<file path="config.mk">
export PLATFORM = sky130hd
export DESIGN_NAME = piso_shifter
export DESIGN_NICKNAME = d
export VERILOG_FILES = /design/src/rtl/piso_pkg.sv /design/src/rtl/piso_sync.sv /design/src/rtl/piso_ctrl.sv /design/src/rtl/piso_datapath.sv /design/src/rtl/piso_shifter.sv
export SDC_FILE = /design/constraint.sdc
export NUM_CORES = 1
export LEC_CHECK = 0
export BUFFER_PORTS_ARGS = -buffer_cell sky130_fd_sc_hd__buf_4
export CAP_MARGIN = 0
export CELL_PAD_IN_SITES_DETAIL_PLACEMENT = 1
export CELL_PAD_IN_SITES_GLOBAL_PLACEMENT = 1
export CORE_UTILIZATION = 32
export CTS_BUF_LIST = sky130_fd_sc_hd__clkbuf_4 sky130_fd_sc_hd__clkbuf_8 sky130_fd_sc_hd__clkbuf_16
export CTS_CLUSTER_SIZE = 25
export DETAILED_ROUTE_END_ITERATION = 8
export GPL_ROUTABILITY_DRIVEN = 0
export MAX_ROUTING_LAYER = met4
export PLACE_DENSITY_LB_ADDON = 0.1
export SLEW_MARGIN = 30
export SYNTH_ARGS = -nofsm -noshare
export SYNTH_HDL_FRONTEND = slang
export SYNTH_SLANG_ARGS = --single-unit
</file>
<file path="constraint.sdc">
create_clock -name clk -period 0.9 [get_ports clk]
set_input_delay 0 -clock clk [delete_from_list [all_inputs] [get_ports clk]]
set_output_delay 0 -clock clk [all_outputs]
set_load 0.1 [all_outputs]
</file>
<file path="src/rtl/piso_pkg.sv">
package piso_pkg;
  // Strobes from the control path to the datapath, valid for one system cycle
  typedef struct packed {
    logic load;     // copy the parallel word this cycle
    logic shift;    // move one place up this cycle
    logic serBit;   // synchronised serial input aligned with shift
    logic combNow;  // synchronised OR of both clock lines
  } piso_strobe_t;
endpackage

</file>
<file path="src/rtl/piso_sync.sv">
module piso_sync #(
  parameter int               STAGES    = 2,
  parameter int               WIDTH     = 1,
  parameter logic [WIDTH-1:0] RESET_VAL = '0
) (
  input  logic             clk,
  input  logic             rstN,
  input  logic [WIDTH-1:0] asyncIn,
  output logic [WIDTH-1:0] syncOut
);
  logic [WIDTH-1:0] stageQ [STAGES];

  generate
    for (genvar s = 0; s < STAGES; s++) begin : g_stage
      if (s == 0) begin : g_first
        always_ff @(posedge clk) begin
          if (!rstN) stageQ[0] <= RESET_VAL;
          else       stageQ[0] <= asyncIn;
        end
      end else begin : g_next
        always_ff @(posedge clk) begin
          if (!rstN) stageQ[s] <= RESET_VAL;
          else       stageQ[s] <= stageQ[s-1];
        end
      end
    end
  endgenerate

  assign syncOut = stageQ[STAGES-1];
endmodule

</file>
<file path="src/rtl/piso_ctrl.sv">
module piso_ctrl
  import piso_pkg::*;
#(
  parameter int SYNC_STAGES = 2
) (
  input  logic         clk,
  input  logic         rstN,
  input  logic         clkA,
  input  logic         clkB,
  input  logic         loadN,
  input  logic         serialIn,
  output piso_strobe_t strobes
);
  localparam int NUM_LINES = 4;
  // Bit order: {clkA, clkB, serialIn, loadN}; loadN resets inactive (high)
  localparam logic [NUM_LINES-1:0] LINE_RESET = 4'b0001;

  logic [NUM_LINES-1:0] rawLines;
  logic [NUM_LINES-1:0] syncLines;
  logic                 combNow;
  logic                 combPrev;
  logic                 combRise;

  assign rawLines = {clkA, clkB, serialIn, loadN};

  piso_sync #(
    .STAGES   (SYNC_STAGES),
    .WIDTH    (NUM_LINES),
    .RESET_VAL(LINE_RESET)
  ) i_sync (
    .clk    (clk),
    .rstN   (rstN),
    .asyncIn(rawLines),
    .syncOut(syncLines)
  );

  assign combNow = syncLines[3] | syncLines[2];

  // History tracks the combined clock even while loading
  always_ff @(posedge clk) begin
    if (!rstN) combPrev <= 1'b0;
    else       combPrev <= combNow;
  end

  assign combRise = combNow & ~combPrev;

  always_comb begin
    strobes.load    = ~syncLines[0];
    strobes.shift   = combRise & syncLines[0];
    strobes.serBit  = syncLines[1];
    strobes.combNow = combNow;
  end
endmodule

</file>
<file path="src/rtl/piso_datapath.sv">
module piso_datapath
  import piso_pkg::*;
#(
  parameter int WIDTH = 8
) (
  input  logic             clk,
  input  logic             rstN,
  input  piso_strobe_t     strobes,
  input  logic [WIDTH-1:0] parIn,
  output logic [WIDTH-1:0] regQ
);
  always_ff @(posedge clk) begin
    if (!rstN)              regQ <= '0;
    else if (strobes.load)  regQ <= parIn;
    else if (strobes.shift) regQ <= {regQ[WIDTH-2:0], strobes.serBit};
  end
endmodule

</file>
<file path="src/rtl/piso_shifter.sv">
module piso_shifter
  import piso_pkg::*;
#(
  parameter int WIDTH       = 8,
  parameter int SYNC_STAGES = 2
) (
  input  logic             clk,
  input  logic             rstN,
  input  logic             clkA,
  input  logic             clkB,
  input  logic             loadN,
  input  logic             serialIn,
  input  logic [WIDTH-1:0] parIn,
  output logic             serOut,
  output logic             serOutN
);
  localparam int TOP = WIDTH - 1;

  piso_strobe_t     strobes;
  logic [WIDTH-1:0] regQ;

  piso_ctrl #(.SYNC_STAGES(SYNC_STAGES)) i_ctrl (
    .clk     (clk),
    .rstN    (rstN),
    .clkA    (clkA),
    .clkB    (clkB),
    .loadN   (loadN),
    .serialIn(serialIn),
    .strobes (strobes)
  );

  piso_datapath #(.WIDTH(WIDTH)) i_dp (
    .clk    (clk),
    .rstN   (rstN),
    .strobes(strobes),
    .parIn  (parIn),
    .regQ   (regQ)
  );

  assign serOut  = regQ[TOP];
  assign serOutN = ~regQ[TOP];
endmodule

</file>
==> impl_metrics.yaml, run 1 <==
placement:
  numPortBuffers: 15
  detailedPlacementHpwl_um: 833.1
  post-place-ws_ns: -0.05057
floorplanning:
  rows: 15
  die_height_um: 45.14
  die_w_um: 45.14
  fp.dieArea_um2: 2038
  io-pin-count: 16
  core_area_um2: 1727
  initial_utilization_pct: 34.49
final_layout:
  fillers: 211
  antenna_cells: 0
  final_core_util_pct: 51.67
  multi_input_area_um2: 246.5
  syn2layout_area_growth_pct: 49.79
  nets: 105
  drive_above_1_share_pct: 33.33
  regArea_um2: 350.3
route:
  routed_wl_um: 1268
  via_per_inst: 4.600
  detail_route.drc_violations: 0
  route.vias.total: 529
  first_pass_iters: 3
  routedWlPerCell_um: 11.03
  initialDrtViolationCount: 7
  detail-route-antenna-nets: 0
sta:
  report.final.setup_viol: 3
  pin_slew_with_the_least_headroom_to_its_limit_ns: 0.1845
  max-slew-margin-rel_pct: 87.57
  final-hold-violation-count: 0
  timing.clock.skew_ns: 0.007933
  rsz_0062_raised_after_global_routing: "true"
  final_min_period_over_clock_period_pct: 103.6
  max_clock_freq_mhz: 1073
  final-max-slew-violation-count: 0
  finalCriticalPeriod_ns: 0.9324
  postLayoutSetupSlackWorst_ns: -0.03237
synthesis:
  unique_masters_post_synth: 13
  complex_gate_fraction_of_the_synthesized_area_pct: 19.96
  ys.warnings.count: 0
  synth_top_family_by_area: "compound AO/OA/AOI/OAI gates"
  netlist_instances: 64
  yosys.area_share.adder_pct: 0
  number_of_synthesized_register_bits: 17
  synthXorXnorAreaFrac_pct: 0
  synthSimpleGateAreaFrac_pct: 18.70
  synth_sequential_area_ratio_pct: 57.14
  synthesis.area_um2: 595.6
  synth_fp_nets: 78
  post_synth_mux_area_share_pct: 0
  avg_synthesized_cell_area_um2: 9.306
setup_path:
  timing.critical_path.from_type: "register"
  kind_of_critical_path: "register to output pin"
  critPathCaptureType: "output pin"
  cp.arrival_ns: 0.93
  worst_r2r_endpoint: "i_dp.regQ[5]"
  worst_r2r_src: "i_ctrl.i_sync.stageQ[1][3]"
  regToRegSetupSlack_ns: -0.01
  r2r_cells: 4
  crit_path_max_fanout: 3
  crit_required_ns: 0.90
clock_network:
  numCtsBuffers: 3
  cts-root-buf: "clkbuf_4"
  clkLatencyLatePin_ns: 0.29
  cts.repair_timing.setup_buffer_count: 0
  cts_tree: "built"
  numClockSinks: 17
  htree_num_levels: 1
  cts.path.max_buffers: 2
  cts_clk_pin_slew_worst_paths_ns: 0.09
power_and_ir_drop:
  total_leakage_power_nw: 0.3469
  power_consumption_w: 0.001449
  peakVddDrop_mv: 1.051
  cellPowerDensity_nw_per_um2: 1625
min_path:
  hold_path_depth: 3
  timing.hold.worst.class: "input pin to register"
  min_from: "parIn[0]"
  worstHoldEndpoint: "i_dp.regQ[0]"
status:
  status: "finished, violations left"
  failed_checks: "setup timing"
global_routing:
  first_global_vias: 521
  grt_first_pass_wirelength_um: 2076
  antenna_found_initial: 0
  track_usage_pct: 15.12
  maximum_number_of_pins_on_one_net_before_global_route_repair: 18
  grt.overflow.total: 0
flow_run:
  max_cap_viol_count: 0
[repair_timing]
item	in CTS	in global routing
endpoints found under the setup margin	10	10
resized for setup	9	4
endpoints found under the hold margin	7	0
hold buffers	7	0
pin swaps	8	3
[area by class of cell]
class | count | share of cell area [%]
clock buffer | 3 | 2.525
multi-input combinational | 43 | 27.63
tap | 25 | 3.506
inverter | 1 | 0.8415
clock inverter | 1 | 0.5610
sequential | 17 | 39.27
timing repair buffer | 25 | 25.67
[state kept, by name (all words and copies together) (netlist names)]
register and count:
i_ctrl.i_sync.stageQ 8, i_dp.regQ 8, i_ctrl.combPrev 1
[worst max-delay path, cell delays in order, from the launching register on]
cell        delay (ns)
dfxtp_4           0.39
clkinvlp_4        0.09
buf_8             0.17
[metrics by stage]
stage	std cells	hold slack (ns)	setup TNS, ns	cell area, um2
after floorplan	64	0.07304	-0.1335	603.1
after detailed placement	104	0.1821	-0.2894	748.2
after global routing	115	0.005036	-0.4908	892.1
after CTS	115	0.0006725	-0.04422	879.6
final	115	0.008825	-0.04749	892.1
after global placement	104	0.1823	-0.005863	748.2
[worst max-delay path by stage]
stage                     slack (ns)                        from      endpoint
after floorplan                -0.13                i_dp.regQ[7]       serOutN
after global placement        -0.006  i_ctrl.i_sync.stageQ[1][2]  i_dp.regQ[2]
after detailed placement       -0.05  i_ctrl.i_sync.stageQ[1][2]  i_dp.regQ[0]
after CTS                      -0.04                i_dp.regQ[7]       serOutN
after global routing           -0.07  i_ctrl.i_sync.stageQ[1][3]  i_dp.regQ[5]
final                          -0.03                i_dp.regQ[7]       serOutN
[cells by family (layout without fill, tap and decap cells)]
kind of cell    after synthesis  count (layout)
compound gates               19              19
buf+inv                       4              30
flops                        17              17
simple gates                 24              24
[power by group]
part / total [W] / switching, W / internal, W
Sequential: 0.000815 / 0.0000248 / 0.000791
Clock: 0.000407 / 0.000242 / 0.000165
Combinational: 0.000227 / 0.000105 / 0.000122
Total: 0.00145 / 0.000372 / 0.00108
[cells in the final DEF, fill, tap and decap left out, types with 2 or more instances in the layout]
cell type,count
a31oi_1,8
and2_1,6
buf_4,15
clkbuf_4,3
dfxtp_1,13
dfxtp_2,2
dfxtp_4,2
dlygate4sd3_1,7
nand2_1,15
o21ai_0,8
[routing by layer]
| metal | vias to the layer above | global-route usage, % | part of all wire, % | wire length, um |
|---|---|---|---|---|
| met1 | 252 | 15.84 | 44 | 563 |
| met5 | - | - | 0 | 0 |
| met2 | 7 | 25.51 | 52 | 654 |
| li1 | 268 | - | - | - |
| met4 | 0 | 9.091 | 0.95 | 12 |
| met3 | 2 | 3.600 | 2.9 | 37 |
[cells in the mapped netlist]
master / instances / area [um2]
nand2_1: 16 / 60.06
o21bai_2: 1 / 11.26
o21ba_2: 1 / 10.01
o21a_1: 1 / 7.510
buf_2: 2 / 10.01
nand2b_1: 1 / 6.260
o21ai_0: 8 / 40.04
a31oi_1: 8 / 50.05
or2b_1: 1 / 7.510
buf_6: 1 / 11.26
inv_1: 1 / 3.750
dfxtp_1: 17 / 340.3
and2_1: 6 / 37.54
Power figures use the tool's default switching activity.
==> run 2, diff against run 1 <==
CORE_UTILIZATION = 36   (was 32)
SYNTH_HIERARCHICAL = 1   (was not set)
==> run 2 against run 1 <==
Effect of this change:
- the run still ends with setup timing left
- non-clock buffer count rose by 2
- utilization grew 5.4 points
- count of clock-buffer cells in the layout increased by 1
- global-route usage down 0.87 points
- cell area is 14% higher
- setup slack got worse by 0.52 ns
- critical endpoint is now i_dp/regQ[3]
==> impl_metrics.yaml, run 2 <==
status:
  status: "finished, violations left"
  failed_checks: "setup timing"
min_path:
  hold_path_depth: 3
  min_from: "parIn[6]"
  worstHoldEndpoint: "i_dp/regQ[6]"
  timing.hold.worst.class: "input pin to register"
route:
  route.vias.total: 503
  via_per_inst: 4.573
  first_pass_iters: 2
  detail-route-antenna-nets: 0
  routedWlPerCell_um: 11.12
  initialDrtViolationCount: 2
  detail_route.drc_violations: 0
  routed_wl_um: 1223
sta:
  pin_slew_with_the_least_headroom_to_its_limit_ns: 0.1954
  max-slew-margin-rel_pct: 86.96
  report.final.setup_viol: 11
  final_min_period_over_clock_period_pct: 161.5
  final-hold-violation-count: 0
  tns_ns: -4.545
  max_clock_freq_mhz: 688.1
  finalCriticalPeriod_ns: 1.453
  hold_ws_ns: 0.02320
  rsz_0062_raised_after_global_routing: "true"
  timing.clock.skew_ns: 0.001254
  postLayoutSetupSlackWorst_ns: -0.5534
  final-max-slew-violation-count: 0
global_routing:
  antenna_found_initial: 0
  maximum_number_of_pins_on_one_net_before_global_route_repair: 18
  grt_first_pass_wirelength_um: 2014
  track_usage_pct: 14.25
  first_global_vias: 484
  grt.overflow.total: 0
placement:
  numPortBuffers: 15
  detailedPlacementHpwl_um: 751.6
setup_path:
  worst_r2r_src: "i_ctrl/i_sync/stageQ[1][2]"
  r2r_cells: 5
  worst_r2r_endpoint: "i_dp/regQ[3]"
  crit_path_max_fanout: 5
  kind_of_critical_path: "register to register"
  crit_required_ns: 1.08
  critPathCaptureType: "register"
  timing.critical_path.from_type: "register"
  regToRegSetupSlack_ns: -0.55
  cp.arrival_ns: 1.63
power_and_ir_drop:
  p_comb_share_pct: 19.3
  power.net_switching_w: 0.0003543
  peakVddDrop_mv: 0.8445
  cellPowerDensity_nw_per_um2: 1507
  total_leakage_power_nw: 0.5266
  power.internal_w: 0.001179
  power.share.switching_pct: 23.11
  share_of_power_burned_in_registers_pct: 52.9
  p_clk_share_pct: 27.8
clock_network:
  cts-root-buf: "clkbuf_4"
  numClockSinks: 17
  htree_num_levels: 1
  cts.path.max_buffers: 2
  cts_clk_pin_slew_worst_paths_ns: 0.09
  clkLatencyLatePin_ns: 0.28
  cts_tree: "built"
  numCtsBuffers: 3
flow_run:
  max_cap_viol_count: 0
final_layout:
  final_common_cell: "buf_4"
  nets: 100
  largestRegisters: "i_ctrl/i_sync/stageQ x8, i_dp/regQ x8, i_ctrl/combPrev x1"
  syn2layout_area_growth_pct: 44.66
  layout_common_cells: "buf_4, dfxtp_1, mux2_4, or2b_1, o211a_1"
  antenna_cells: 0
  drive_above_1_share_pct: 47.06
floorplanning:
  initial_utilization_pct: 39.44
  core_area_um2: 1783
  rows: 15
  io-pin-count: 16
  die_w_um: 46.20
  die_height_um: 46.20
  fp.dieArea_um2: 2134
synthesis:
  netlist_instances: 57
  avg_synthesized_cell_area_um2: 12.34
  synth_fp_nets: 71
  ys.warnings.count: 6
  synthesis.area_um2: 703.2
[run 2: layout make-up]
| type | instances | area (um2) |
|---|---|---|
| flip-flops and latches | 17 | 342.8 |
| well taps | 25 | 31.28 |
| inverters | 2 | 11.26 |
| clock buffers | 4 | 30.03 |
| repair buffers | 27 | 255.2 |
| fillers | 189 | 765.7 |
| multi-input cells | 35 | 346.6 |
[run 2: power by group through the flow]
stage,sequential [W],combinational [W],clock [W]
after floorplan,0.000844,0.000140,0
after global placement,0.000826,0.000237,0
after detailed placement,0.000827,0.000241,0
after CTS,0.000811,0.000290,0.000459
after global routing,0.000814,0.000317,0.000476
final,0.000811,0.000295,0.000427
[run 2: how the worst max path moves through the flow]
stage	slack [ns]	endpoint	start	cells after the start
final	-0.55	i_dp/regQ[3]	i_ctrl/i_sync/stageQ[1][2]	5
after global routing	-0.59	i_dp/regQ[3]	i_ctrl/i_sync/stageQ[1][2]	5
after CTS	-0.55	i_dp/regQ[3]	i_ctrl/i_sync/stageQ[1][2]	5
after detailed placement	-0.65	i_dp/regQ[3]	i_ctrl/i_sync/stageQ[1][2]	5
after global placement	-0.61	i_dp/regQ[7]	i_ctrl/i_sync/stageQ[1][2]	5
after floorplan	-0.48	i_dp/regQ[7]	i_ctrl/i_sync/stageQ[1][2]	5
[run 2: routing by layer]
layer / up-vias / global-route usage [%] / share of wire, %
met4: 0 / 7.059 / 0
met1: 242 / 15.24 / 41
met5: - / - / 0
met2: 11 / 25.07 / 55
li1: 250 / - / -
met3: 0 / 2.353 / 3.6
[run 2: repair_timing]
action	CTS	global route
hold endpoints to repair	5	0
hold buffers	5	0
setup buffers	4	1
endpoints found under the setup margin	10	11
gates resized for setup	12	1
[run 2: critical path: stages, from the launching register on]
cell     delay [ns]
dfxtp_2        0.33
or2_4          0.24
nor3b_4        0.16
buf_6          0.13
mux2_4         0.29
o211a_1        0.21
[run 2: metrics by stage]
stage	std cells	power [W]	util (%)	instance area (um2)	setup WS, ns
after floorplan	57	0.0009842	-	708.2	-0.4824
after global placement	97	0.001063	48.63	867.1	-0.6100
after detailed placement	97	0.001068	48.63	867.1	-0.6539
after CTS	109	0.001560	56.42	1006	-0.5464
after global routing	110	0.001608	57.05	1017	-0.5894
final	110	0.001533	57.05	1017	-0.5534
==> run 3, diff against run 2 <==
ABC_AREA = 1   (was not set)
CORE_UTILIZATION = 32   (was 36)
==> run 3 against run 2 <==
Effect of this change:
- the run ends with hold timing, setup timing left
- die area rose by 9.8%
- clock skew is 0.0020 ns higher
- sequential share of layout area shrank 0.68 points
- sequential power hardly changed
- combinational power fell by 9.5%
- via count up 30%
- synthesized area decreased by 2.0%
- wire length up 34%
- count of clock-buffer cells in the layout is the same
- critical endpoint is now i_dp/regQ[7]
- largest cell class is now sequential cells
==> impl_metrics.yaml, run 3 <==
final_layout:
  largestRegisters: "i_ctrl/i_sync/stageQ x8, i_dp/regQ x8, i_ctrl/combPrev x1"
  final_instance_area_um2: 1057
  fillers: 264
  nets: 143
  antenna_cells: 0
  final_common_cell: "nand2_1"
  final_core_util_pct: 52.81
  layout_common_cells: "nand2_1, inv_1, buf_4"
  drive_above_1_share_pct: 33.59
  syn2layout_area_growth_pct: 53.36
placement:
  place_area_um2: 849.6
  detailedPlacementHpwl_um: 1056
  numPortBuffers: 15
  post-place-ws_ns: -0.1881
route:
  initialDrtViolationCount: 5
  detail-route-antenna-nets: 0
  routedWlPerCell_um: 10.54
  detail_route.drc_violations: 0
  first_pass_iters: 4
  route.vias.total: 656
  via_per_inst: 4.232
  routed_wl_um: 1633
sta:
  max-slew-margin-rel_pct: 83.57
  final-hold-violation-count: 1
  hold_ws_ns: -0.0004039
  pin_slew_with_the_least_headroom_to_its_limit_ns: 0.2461
  timing.clock.skew_ns: 0.003298
  report.final.setup_viol: 9
  final-max-slew-violation-count: 0
  rsz_0062_raised_after_global_routing: "true"
  tns_ns: -1.337
  final_min_period_over_clock_period_pct: 119.9
  postLayoutSetupSlackWorst_ns: -0.1788
  max_clock_freq_mhz: 927.0
  finalCriticalPeriod_ns: 1.079
global_routing:
  track_usage_pct: 16.50
  antenna_found_initial: 0
  grt.overflow.total: 0
  first_global_vias: 657
  grt_first_pass_wirelength_um: 2822
  maximum_number_of_pins_on_one_net_before_global_route_repair: 14
floorplanning:
  die_height_um: 48.42
  rows: 16
  core_area_um2: 2002
  io-pin-count: 16
  fp.dieArea_um2: 2344
  initial_utilization_pct: 34.44
  die_w_um: 48.42
synthesis:
  avg_synthesized_cell_area_um2: 7.107
  synth_fp_nets: 111
  netlist_instances: 97
  ys.warnings.count: 6
  synthesis.area_um2: 689.4
clock_network:
  cts-root-buf: "clkbuf_4"
  cts_tree: "built"
  numCtsBuffers: 3
  numClockSinks: 17
  htree_num_levels: 1
  cts.hold.buffers_added: 10
  clkLatencyLatePin_ns: 0.29
  cts.repair_timing.setup_buffer_count: 0
  cts_clk_pin_slew_worst_paths_ns: 0.09
  cts.path.max_buffers: 2
status:
  status: "finished, violations left"
  failed_checks: "hold timing, setup timing"
setup_path:
  crit_path_max_fanout: 8
  kind_of_critical_path: "register to register"
  timing.critical_path.from_type: "register"
  crit_required_ns: 1.14
  critPathCaptureType: "register"
  cp.arrival_ns: 1.32
power_and_ir_drop:
  cellPowerDensity_nw_per_um2: 1431
  total_leakage_power_nw: 0.5928
  peakVddDrop_mv: 0.9057
flow_run:
  max_cap_viol_count: 0
min_path:
  timing.hold.worst.class: "input pin to register"
==> run 3: worst paths after layout <==
| check | from | to | slack [ns] | depth (start not counted) |
|---|---|---|---|---|
| max | i_ctrl/i_sync/stageQ[1][2] | i_dp/regQ[7] | -0.18 | 8 |
| min | rstN | i_ctrl/i_sync/stageQ[0][2] | -0.0004 | 3 |
| max reg2reg | i_ctrl/i_sync/stageQ[1][2] | i_dp/regQ[7] | -0.18 | 8 |
| min reg2reg | i_ctrl/i_sync/stageQ[0][2] | i_ctrl/i_sync/stageQ[1][2] | 0.41 | 2 |
==> run 3: power by group <==
| part | switching, W | internal [W] | total [W] |
|---|---|---|---|
| Sequential | 0.0000210 | 0.000787 | 0.000808 |
| Combinational | 0.000133 | 0.000134 | 0.000267 |
| Clock | 0.000236 | 0.000203 | 0.000439 |
| Total | 0.000390 | 0.00112 | 0.00151 |
==> run 3: critical path, stage by stage (launching register included) <==
cell and delay, ns:
dfxtp_2 0.34, nor2_4 0.13, nor2_4 0.05, buf_6 0.13, nor2_8 0.15, nand2_2 0.08, nand3_2 0.05, nand2_1 0.04
inv_1 0.06
==> run 3: metal layers <==
metal	track usage, %	wire, um	vias to the layer above
li1	-	-	344
met1	17.74	738	296
met2	27.23	800	11
met3	6.918	69	5
met4	5.882	26	0
met5	-	0	-
==> run 3: timing repair <==
action | CTS | global route
hold endpoints to repair | 13 | 4
setup endpoints to repair | 10 | 10
resized for setup | 12 | 11
cloned | 1 | 0
pin swaps | 5 | 9
==> run 3: cell type report <==
| cell class | instances | area (um2) | area share, % |
|---|---|---|---|
| Sequential cell | 17 | 349.1 | 33.02 |
| Multi-Input combinational cell | 55 | 284.0 | 26.86 |
| Timing Repair Buffer | 30 | 274.0 | 25.92 |
| Inverter | 22 | 86.33 | 8.166 |
| Tap cell | 27 | 33.78 | 3.195 |
| Clock buffer | 4 | 30.03 | 2.840 |
==> run 3: metrics by stage <==
step,std cells,total power (W)
3_5_place_dp,140,0.001021
2_1_floorplan,97,0.0009384
6_report,155,0.001513
5_1_grt,155,0.001608
3_3_place_gp,140,0.001014
4_1_cts,155,0.001536
